**src/rtl/win_chk_pkg.sv**
```systemverilog
package win_chk_pkg;
  localparam int DATA_W       = 32;
  localparam int ROW_W        = 12;
  localparam int COL_W        = 13;
  localparam int ROW_LSB      = 16;
  localparam int CTRL_EN_BIT  = 0;
  localparam int CTRL_POL_BIT = 7;
  localparam int MSK_ERR_BIT  = 0;
  localparam int MSK_FUNC_BIT = 1;
  localparam int MSK_FRZ_BIT  = 3;
  localparam int STS_ERR_BIT  = 16;
  localparam int STS_FUNC_BIT = 17;
  localparam int CFG_EN_BIT   = 31;
  localparam int CFG_FRZ_BIT  = 30;
  localparam int VSYNC_NEEDED = 2;

  typedef enum logic [1:0] {
    W_START = 2'd0,
    W_END   = 2'd1,
    W_REF   = 2'd2,
    W_RES   = 2'd3
  } chan_word_e;

  typedef enum logic [1:0] {
    G_CTRL = 2'd0,
    G_MASK = 2'd1,
    G_STS  = 2'd2,
    G_NONE = 2'd3
  } glb_word_e;
endpackage

```
**src/rtl/win_chk_chan.sv**
```systemverilog
module win_chk_chan
  import win_chk_pkg::*;
(
  input  logic              clk,
  input  logic              rst_n,
  input  logic              wr_en,
  input  chan_word_e        word,
  input  logic [DATA_W-1:0] wdata,
  output logic [DATA_W-1:0] rdata,
  output logic              enable,
  output logic              frozen
);
  logic             en_q, frz_q;
  logic [ROW_W-1:0] srow_q, erow_q;
  logic [COL_W-1:0] scol_q, ecol_q;
  logic [DATA_W-1:0] ref_q, res_q;
  logic unused_bits;

  assign unused_bits = ^{wdata[29:28], wdata[15:13]};

  always_ff @(posedge clk or negedge rst_n) begin
    if (!rst_n) begin
      en_q <= 1'b0; frz_q <= 1'b0;
      srow_q <= '0; scol_q <= '0; erow_q <= '0; ecol_q <= '0;
      ref_q <= '0; res_q <= '0;
    end else if (wr_en) begin
      case (word)
        W_START: begin
          frz_q <= frz_q | wdata[CFG_FRZ_BIT];
          if (!frz_q) begin
            en_q   <= wdata[CFG_EN_BIT];
            srow_q <= wdata[ROW_LSB +: ROW_W];
            scol_q <= wdata[COL_W-1:0];
          end
        end
        W_END: if (!frz_q) begin
          erow_q <= wdata[ROW_LSB +: ROW_W];
          ecol_q <= wdata[COL_W-1:0];
        end
        W_REF: if (!frz_q) ref_q <= wdata;
        default: if (!frz_q) res_q <= wdata;
      endcase
    end
  end

  always_comb begin
    rdata = '0;
    case (word)
      W_START: begin
        rdata[CFG_EN_BIT]           = en_q;
        rdata[CFG_FRZ_BIT]          = frz_q;
        rdata[ROW_LSB +: ROW_W]     = srow_q;
        rdata[COL_W-1:0]            = scol_q;
      end
      W_END: begin
        rdata[ROW_LSB +: ROW_W]     = erow_q;
        rdata[COL_W-1:0]            = ecol_q;
      end
      W_REF:   rdata = ref_q;
      default: rdata = res_q;
    endcase
  end

  assign enable = en_q;
  assign frozen = frz_q;

  // a freeze bit never falls outside reset
  assert_chan_frz_sticky_R12: assert property (@(posedge clk) disable iff (!rst_n)
    frz_q |=> frz_q);
  // frozen configuration holds still
  assert_chan_frz_stable_R11: assert property (@(posedge clk) disable iff (!rst_n)
    frz_q |=> $stable({en_q, srow_q, scol_q, erow_q, ecol_q, ref_q, res_q}));
endmodule

```
**src/rtl/win_chk_status.sv**
```systemverilog
module win_chk_status #(
  parameter int NUM_CH = 16
) (
  input  logic              clk,
  input  logic              rst_n,
  input  logic              glb_en,
  input  logic              vsync,
  input  logic [NUM_CH-1:0] fail_set,
  input  logic [NUM_CH-1:0] fail_clr,
  input  logic              func_clr,
  input  logic              err_mask,
  input  logic              func_mask,
  output logic [NUM_CH-1:0] fail_q,
  output logic              err_sts,
  output logic              func_q,
  output logic              irq
);
  localparam int CNT_W = $clog2(win_chk_pkg::VSYNC_NEEDED + 1);
  localparam logic [CNT_W-1:0] CNT_MAX = CNT_W'(win_chk_pkg::VSYNC_NEEDED);

  logic [CNT_W-1:0] vcnt_q;
  logic             func_hit;

  assign func_hit = glb_en & vsync & (vcnt_q == CNT_MAX - 1'b1);

  always_ff @(posedge clk or negedge rst_n) begin
    if (!rst_n) begin
      fail_q <= '0;
      func_q <= 1'b0;
      vcnt_q <= '0;
    end else begin
      fail_q <= (fail_q & ~fail_clr) | fail_set;
      func_q <= (func_q & ~func_clr) | func_hit;
      if (!glb_en)                      vcnt_q <= '0;
      else if (vsync && vcnt_q != CNT_MAX) vcnt_q <= vcnt_q + 1'b1;
    end
  end

  assign err_sts = |fail_q;
  assign irq     = (err_sts & err_mask) | (func_q & func_mask);

  // a gated pulse always leaves its bit set, even against a clear
  assert_fail_set_R5: assert property (@(posedge clk) disable iff (!rst_n)
    (|fail_set) |=> ((fail_q & $past(fail_set)) == $past(fail_set)));
  // a bit only drops after a write-1 clear
  assert_fail_drop_R4: assert property (@(posedge clk) disable iff (!rst_n)
    1'b1 |=> ((~fail_q & $past(fail_q) & ~$past(fail_clr)) == '0));
  // function status only rises while enabled
  assert_func_rise_R7: assert property (@(posedge clk) disable iff (!rst_n)
    $rose(func_q) |-> $past(glb_en));
endmodule

```
**src/rtl/win_chk_ctrl.sv**
```systemverilog
module win_chk_ctrl
  import win_chk_pkg::*;
#(
  parameter int NUM_CH = 16,
  parameter int ADDR_W = $clog2((NUM_CH + 1) * 4)
) (
  input  logic              clk,
  input  logic              rst_n,
  input  logic              bus_wr,
  input  logic [ADDR_W-1:0] bus_addr,
  input  logic [DATA_W-1:0] bus_wdata,
  output logic [DATA_W-1:0] bus_rdata,
  input  logic              vsync,
  input  logic [NUM_CH-1:0] fail_pulse,
  output logic              glb_enable,
  output logic              clk_invert,
  output logic [NUM_CH-1:0] chan_enable,
  output logic              irq
);
  localparam int BLK_W = ADDR_W - 2;
  localparam int IDX_W = (NUM_CH > 1) ? $clog2(NUM_CH) : 1;

  logic [BLK_W-1:0]  blk;
  logic [1:0]        word;
  logic              in_chan;
  logic [IDX_W-1:0]  ch_idx;
  glb_word_e         gsel;

  logic en_q, pol_q, emask_q, fmask_q, mfrz_q;
  logic [NUM_CH-1:0] fail_sts, frozen;
  logic              err_sts, func_sts;
  logic [DATA_W-1:0] chan_rd [NUM_CH];

  assign blk     = bus_addr[ADDR_W-1:2];
  assign word    = bus_addr[1:0];
  assign in_chan = (blk != '0) && (int'(blk) <= NUM_CH);
  assign ch_idx  = IDX_W'(blk - 1'b1);
  assign gsel    = (blk == '0) ? glb_word_e'(word) : G_NONE;

  always_ff @(posedge clk or negedge rst_n) begin
    if (!rst_n) begin
      en_q <= 1'b0; pol_q <= 1'b0;
      emask_q <= 1'b0; fmask_q <= 1'b0; mfrz_q <= 1'b0;
    end else if (bus_wr) begin
      if (gsel == G_CTRL) begin
        en_q  <= bus_wdata[CTRL_EN_BIT];
        pol_q <= bus_wdata[CTRL_POL_BIT];
      end
      if (gsel == G_MASK) begin
        mfrz_q <= mfrz_q | bus_wdata[MSK_FRZ_BIT];
        if (!mfrz_q) begin
          emask_q <= bus_wdata[MSK_ERR_BIT];
          fmask_q <= bus_wdata[MSK_FUNC_BIT];
        end
      end
    end
  end

  for (genvar c = 0; c < NUM_CH; c++) begin : g_chan
    win_chk_chan i_chan (
      .clk    (clk),
      .rst_n  (rst_n),
      .wr_en  (bus_wr && in_chan && (ch_idx == IDX_W'(c))),
      .word   (chan_word_e'(word)),
      .wdata  (bus_wdata),
      .rdata  (chan_rd[c]),
      .enable (chan_enable[c]),
      .frozen (frozen[c])
    );
  end

  logic sts_wr;
  assign sts_wr = bus_wr && (gsel == G_STS);

  win_chk_status #(.NUM_CH(NUM_CH)) i_status (
    .clk       (clk),
    .rst_n     (rst_n),
    .glb_en    (en_q),
    .vsync     (vsync),
    .fail_set  (fail_pulse & chan_enable & {NUM_CH{en_q}}),
    .fail_clr  (sts_wr ? bus_wdata[NUM_CH-1:0] : '0),
    .func_clr  (sts_wr & bus_wdata[STS_FUNC_BIT]),
    .err_mask  (emask_q),
    .func_mask (fmask_q),
    .fail_q    (fail_sts),
    .err_sts   (err_sts),
    .func_q    (func_sts),
    .irq       (irq)
  );

  always_comb begin
    bus_rdata = '0;
    case (gsel)
      G_CTRL: begin
        bus_rdata[CTRL_EN_BIT]  = en_q;
        bus_rdata[CTRL_POL_BIT] = pol_q;
      end
      G_MASK: begin
        bus_rdata[MSK_ERR_BIT]  = emask_q;
        bus_rdata[MSK_FUNC_BIT] = fmask_q;
        bus_rdata[MSK_FRZ_BIT]  = mfrz_q;
      end
      G_STS: begin
        bus_rdata[NUM_CH-1:0]   = fail_sts;
        bus_rdata[STS_ERR_BIT]  = err_sts;
        bus_rdata[STS_FUNC_BIT] = func_sts;
      end
      default: if (in_chan) bus_rdata = chan_rd[ch_idx];
    endcase
  end

  assign glb_enable = en_q;
  assign clk_invert = pol_q;

  logic unused_frz;
  assign unused_frz = ^frozen;

  // frozen masks hold still
  assert_mask_frz_stable_R10: assert property (@(posedge clk) disable iff (!rst_n)
    mfrz_q |=> $stable({emask_q, fmask_q}));
  // mask freeze never falls outside reset
  assert_mask_frz_sticky_R12: assert property (@(posedge clk) disable iff (!rst_n)
    mfrz_q |=> mfrz_q);
endmodule

```
**config.mk**
```make
export PLATFORM = sky130hd
export DESIGN_NAME = win_chk_ctrl
export DESIGN_NICKNAME = d
export VERILOG_FILES = /design/src/rtl/win_chk_pkg.sv /design/src/rtl/win_chk_chan.sv /design/src/rtl/win_chk_status.sv /design/src/rtl/win_chk_ctrl.sv
export SDC_FILE = /design/constraint.sdc
export NUM_CORES = 2
export LEC_CHECK = 0
export ABC_AREA = 1
export BUFFER_PORTS_ARGS = -buffer_cell sky130_fd_sc_hd__buf_2
export CAP_MARGIN = 25
export CORE_MARGIN = 4
export CORE_UTILIZATION = 49
export CTS_CLUSTER_DIAMETER = 150
export DETAILED_ROUTE_END_ITERATION = 10
export PLACE_DENSITY = 0.7
export SKIP_CTS_REPAIR_TIMING = 1
export SKIP_LAST_GASP = 1
export SYNTH_ARGS = -nofsm -noshare
export SYNTH_HDL_FRONTEND = slang
export SYNTH_SLANG_ARGS = --single-unit
```
**constraint.sdc**
```tcl
create_clock -name clk -period 2.95 [get_ports clk]
set_input_delay 0.1475 -clock clk [delete_from_list [all_inputs] [get_ports clk]]
set_output_delay 0.1475 -clock clk [all_outputs]
set_load 0.005 [all_outputs]
```
Word level (Yosys, flattened, before mapping)

Cells that the tools add are included.

Bits in registers: 1880
Input bits: 59
Output and inout port bits: 51
Logic and storage cells: 421

$add $sub $neg: 2
Order comparisons: 2
Eq/ne operators: 22
Mux-type cells: 96
Bitwise logic cells: 50
Reduce and logical (&&, ||, !) cells: 113

Operators by type and width:

| cell                                                                  | count |
|---|---|
| 13-bit case mux with 3 select lines                                   | 16 |
| 12-bit case mux with 3 select lines                                   | 16 |
| 3-bit AND reduction                                                   | 65 |
| 32-bit binary-select mux with 4-bit select                            | 1 |
| 3-bit case mux with 2 select lines                                    | 17 |
| 32-bit 2-to-1 mux                                                     | 3 |
| 2-bit case mux with 3 select lines                                    | 16 |
| 2-bit case mux with 2 select lines                                    | 16 |
| 16-bit bitwise AND                                                    | 3 |
| 2-bit AND reduction                                                   | 18 |
| 4-bit equality test, second input constant                            | 8 |
| 1-bit logical AND                                                     | 20 |
| 10-bit case mux with 2 select lines                                   | 1 |
| 1-bit NOT                                                             | 19 |
| 1-bit OR                                                              | 19 |
| 4-bit by 3-bit equality test with 1-bit output, second input constant | 4 |
| 16-bit 2-to-1 mux                                                     | 1 |
| 16-bit NOT                                                            | 1 |
| 16-bit OR                                                             | 1 |
| 16-bit OR reduction                                                   | 1 |
| 14-bit 2-to-1 mux                                                     | 1 |
| 1-bit case mux with 3 select lines                                    | 4 |
| 4-bit by 2-bit equality test with 1-bit output, second input constant | 2 |
| 1-bit bitwise AND                                                     | 6 |
| other kinds (18)                                                      | 26 |

Logic depth before layout (Yosys ltp)

Word-level depth: 8
Depth in mapped cells: 19
Gate-level depth less buffers: 12

Hierarchy

A second synthesis with hierarchy kept.

Cells, all modules: 12338
Area, all modules: 91487.7 um^2

Modules (own cells, without submodules):

| module                               | instances | cells each | area each (um^2) | seq. area each (um^2) |
|---|---|---|---|---|
| win_chk_chan at g_chan[2].i_chan ... | 8         | 672        | 5283.8           | 2902.8 |
| win_chk_chan at g_chan[0].i_chan ... | 7         | 672        | 5265.0           | 2902.8 |
| win_chk_ctrl                         | 1         | 1503       | 6291.0           | 125.1 |
| win_chk_chan at g_chan[1].i_chan     | 1         | 672        | 5266.3           | 2902.8 |
| win_chk_status                       | 1         | 83         | 804.5            | 475.5 |

Least setup slack after synthesis

Ideal clock, no wire load.

Path type: input to register
From: input port bus_addr[2]
To: register g_chan[10].i_chan.srow_q[11]
Library setup time: 0.134 ns
Arrival time: 2.982 ns
Data required time: 2.816 ns
Setup slack: -0.165 ns
Stages: 17
Buffers on the path: 6
Cells stage by stage: buf_2 inv_2 buf_2 buf_2 buf_2 buf_1 ha_1 nand2_1 nor2_1 ha_1 nand2_1 inv_1 nand2_1 nor2_4 nand3_1 clkbuf_1 o21ai_0

Word-level cells in the longest chain between the ends: 5
Elaborated cells between the ends (all ways): 8
Classes of those cells: add/sub: 1; order compare: 1; eq/ne: 1; reduce/logical: 5

Ends and longest elaborated chain:

| item                                                                                | RTL line           | source |
|---|---|---|
| start, declared                                                                     | win_chk_ctrl.sv:10 | `input logic [ADDR_W-1:0] bus_addr,` |
| branches (longest 3 deep; another with 4-bit by 1-bit subtractor with 4-bit output) | -                  |  |
| 1-bit logical AND *                                                                 | win_chk_ctrl.sv:63 | `.wr_en (bus_wr && in_chan && (ch_idx == IDX_W'(c))),` |
| 3-bit AND reduction (no source line) *                                              | -                  |  |
| end signal, assigned                                                                | win_chk_chan.sv:32 | `srow_q <= wdata[ROW_LSB +: ROW_W];` |
| end, declared                                                                       | win_chk_chan.sv:14 | `logic [ROW_W-1:0] srow_q, erow_q;` |

Every way passes the cells marked *.
A chain may end at the register's enable or synchronous reset.

Worst setup path after layout

From: register i_status.fail_q[8]
To: output port irq

Word-level cells in the longest chain between the ends: 3

Ends and longest elaborated chain:

| item                   | RTL line             | source |
|---|---|---|
| start, declared        | win_chk_status.sv:13 | `output logic [NUM_CH-1:0] fail_q,` |
| start signal, assigned | win_chk_status.sv:32 | `fail_q <= (fail_q & ~fail_clr) \| fail_set;` |
| 16-bit OR reduction    | win_chk_status.sv:39 | `assign err_sts = \|fail_q;` |
| 1-bit bitwise AND      | win_chk_status.sv:40 | `assign irq = (err_sts & err_mask) \| (func_q & func_mask);` |
| 1-bit OR               | win_chk_status.sv:40 |  |
| end, declared          | win_chk_ctrl.sv:18   | `output logic irq` |

Every way passes these cells.

==> impl_metrics.py <==
metrics = {
    "sta": {
        "final_max_slew_viol_count": 0,
        "max-slew-margin-rel_pct": 29.43,
        "rsz0062_at_grt": "true",
        "setup_tns_ns": -0.06205,
        "fin_skew_ns": 0.02324,
        "hold_violations": 0,
        "min_period_over_period_pct": 101.7,
        "worst_slack_ns": -0.05016,
        "timing.fmax_ghz": 0.3333,
        "worst_pin_slew_ns": 1.047,
        "setup_viol": 2,
        "fin_crit_ns": 3.000,
    },
    "clocking": {
        "cts_buffer_depth": 3,
        "clk_pin_slew_ns": 0.07,
        "cts_tree": "built",
        "cts_sinks": 1880,
        "cts_inserted_buffers": 190,
        "htreeDepth": 4,
        "clock_latency_ns": 0.84,
        "cts-root-buf": "clkbuf_16",
    },
    "placement": {
        "port_buffers": 109,
        "hpwl_um": 164700,
        "placed_cell_area_um2": 87800,
        "gp_congestion": 0.9570,
        "dp_worst_setup_slack_ns": -0.2228,
    },
    "synth": {
        "synth-seq-cells": 1880,
        "syn_inst": 10380,
        "yosysSeqAreaShare_pct": 55.99,
        "syn_nets": 10440,
        "async_flop_share_pct": 100.0,
        "yosysWarnings": 0,
        "synth.cell_area_um2": 84030,
        "synth_commonest_cells": "nand2_1 (3,734), o21ai_0 (1,883), dfrtp_1 (1,880), nand3_1 (869), clkbuf_1 (673)",
        "synth_edf_count": 0,
        "yosys_most_used_dff": "dfrtp_1",
        "yosysMostFrequentCell": "nand2_1",
        "synth_area_leaders": "dfrtp_1 (56%), nand2_1 (17%), o21ai_0 (11%), nand3_1 (5.2%), clkbuf_1 (3.0%)",
        "netlist.area_leader.share_pct": 55.99,
        "syn_avg_cell_area_um2": 8.099,
        "synth.largest_area_cell": "dfrtp_1",
        "synth.distinct_cells": 39,
    },
    "hold_path": {
        "hold_depth": 3,
        "hp-class": "primary input to register",
        "min-delay-start": "bus_wdata[17]",
        "holdPathEnd": "g_chan[4].i_chan.srow_q[1]",
    },
    "global_route": {
        "antenna_found_initial": 9,
        "grt_first_pass_wirelength_um": 427400,
        "grt_pass1_vias": 70530,
        "grt_start_max_net_pins": 117,
        "grt-ovfl-total": 0,
        "track_usage_pct": 30.82,
    },
    "outcome": {
        "status": "finished with violations",
        "violations": "negative setup slack",
    },
    "cells_and_area": {
        "fin_area_um2": 94690,
        "syn_to_final_growth_pct": 12.69,
        "nets": 10230,
        "drive_gt1_share_pct": 8.632,
    },
    "detailed_routing": {
        "routed_wirelength_um": 278800,
        "viasPerCell": 5.897,
        "dr.max_layer_used": "met5",
        "dr_wl_met3_um": 25610,
        "wl_met1_um": 110200,
        "drc": 0,
        "routedWlPerCell_um": 22.23,
        "ant_nets": 0,
        "drtIter0Drc": 8763,
        "wl_met2_um": 125200,
        "vias": 73960,
        "first_pass_iters": 7,
    },
    "floorplan": {
        "io_pins": 110,
        "dieArea_um2": 178200,
        "num_rows": 151,
        "die_h_um": 422.1,
        "start_util_pct": 49.47,
        "chipWidth_um": 422.1,
        "core_area_um2": 169800,
    },
    "setup_path": {
        "cp-start-kind": "register",
        "cpPeakStageDelay_ns": 0.82,
        "end_kind": "output port",
        "cp_num_buf_inv": 1,
        "rrSetupSlack_ns": 1.16,
        "crit_arrival_ns": 2.85,
        "crit_slowest_cell": "o21ai_0",
        "worstPathRequired_ns": 2.80,
        "reg2reg_to": "i_status.fail_q[3]",
        "cp_max_fo": 3,
        "rr_startpoint": "glb_enable",
        "critical_path_class": "register to output port",
        "reg2reg_depth": 3,
        "path_cells": "nor2_1 > nand3_1 > nor4_1 > o21ai_0 > buf_2",
        "cp_top_family": "compound AO/OA/AOI/OAI gates",
    },
    "power": {
        "powerDensity_nw_per_um2": 579.6,
        "peakVddDrop_v": 0.0007073,
        "report.power.total_w": 0.05489,
        "cellLeakagePower_nw": 43.69,
    },
    "flow_run": {
        "drv_cap": 0,
    },
}
[logic make-up after synthesis]
group	count (synthesis)	share of synthesized area, %
flops	1880	55.99
buf+inv	1156	5.438
fa+ha+maj	8	0.1191
compound gates	2299	13.86
xor+xnor	1	0.01936
simple gates	5031	24.58
[layout by cell type (no fill, tap or decap), drive strengths merged, types with 33 or more instances in the layout]
cell	Yosys	routed
a21oi	272	272
buf	228	458
clkbuf	673	290
clkinv	11	33
dfrtp	1880	1880
dlygate4sd3	0	42
inv	244	262
nand2	3737	3737
nand3	909	909
nand4	90	90
nor2	266	266
o21ai	1965	1965
[stage by stage]
stage                     std cells  hold WS, ns  utilization [%]
after global routing          12540      0.03169            55.75
after floorplan               10380      -0.1481                -
final                         12540      0.03166            55.75
after CTS                     12500      -0.7026            55.48
after global placement        12150       0.2091            51.67
after detailed placement      12150       0.1909            51.69
[worst register-to-register path: stages (launching register included)]
cell and delay, ns:
dfrtp_1 0.64, buf_4 0.37, nand3_1 0.52, nand2_1 0.20
[per-layer routing]
layer  track usage [%]  vias up
met4             17.85        4
met1             41.20    35940
li1                  -    33430
met2             47.77     3813
met3             5.225      776
met5                 0        -
[worst max path at each step]
| stage | slack, ns | endpoint | from | depth (start not counted) |
|---|---|---|---|---|
| after global placement | -0.22 | bus_rdata[6] | bus_addr[3] | 14 |
| after floorplan | 0.07 | g_chan[11].i_chan.srow_q[0] | bus_addr[2] | 18 |
| after detailed placement | -0.22 | bus_rdata[6] | bus_addr[3] | 14 |
| after global routing | -0.03 | bus_rdata[6] | bus_addr[0] | 15 |
| after CTS | -0.25 | bus_rdata[6] | g_chan[0].i_chan.ref_q[6] | 10 |
| final | -0.05 | irq | i_status.fail_q[8] | 5 |
[area by class of cell]
cell class	count	area, µm²
Clock inverter	58	788.3
Inverter	255	978.4
Fill cell	14900	75160
Antenna cell	1	2.502
Sequential cell	1880	47050
Multi-Input combinational cell	7339	32620
Tap cell	2218	2775
Clock buffer	290	5634
Timing Repair Buffer	500	4850
[flip-flops by register name, summed over array words and instances (netlist names), 2 cells and up]
register / flops
i_status.vcnt_q: 2
g_chan.i_chan.erow_q: 192
i_status.fail_q: 16
g_chan.i_chan.srow_q: 192
g_chan.i_chan.scol_q: 208
g_chan.i_chan.res_q: 512
g_chan.i_chan.ecol_q: 208
g_chan.i_chan.ref_q: 512
g_chan.i_chan.enable: 16
g_chan.i_chan.frozen: 16
[power by group]
| part | internal [W] | switching, W |
|---|---|---|
| logic | 0.00102 | 0.00322 |
| clock network | 0.0145 | 0.0104 |
| registers | 0.0258 | 0.00000738 |
| total | 0.0413 | 0.0136 |
Power figures use the tool's default switching activity.
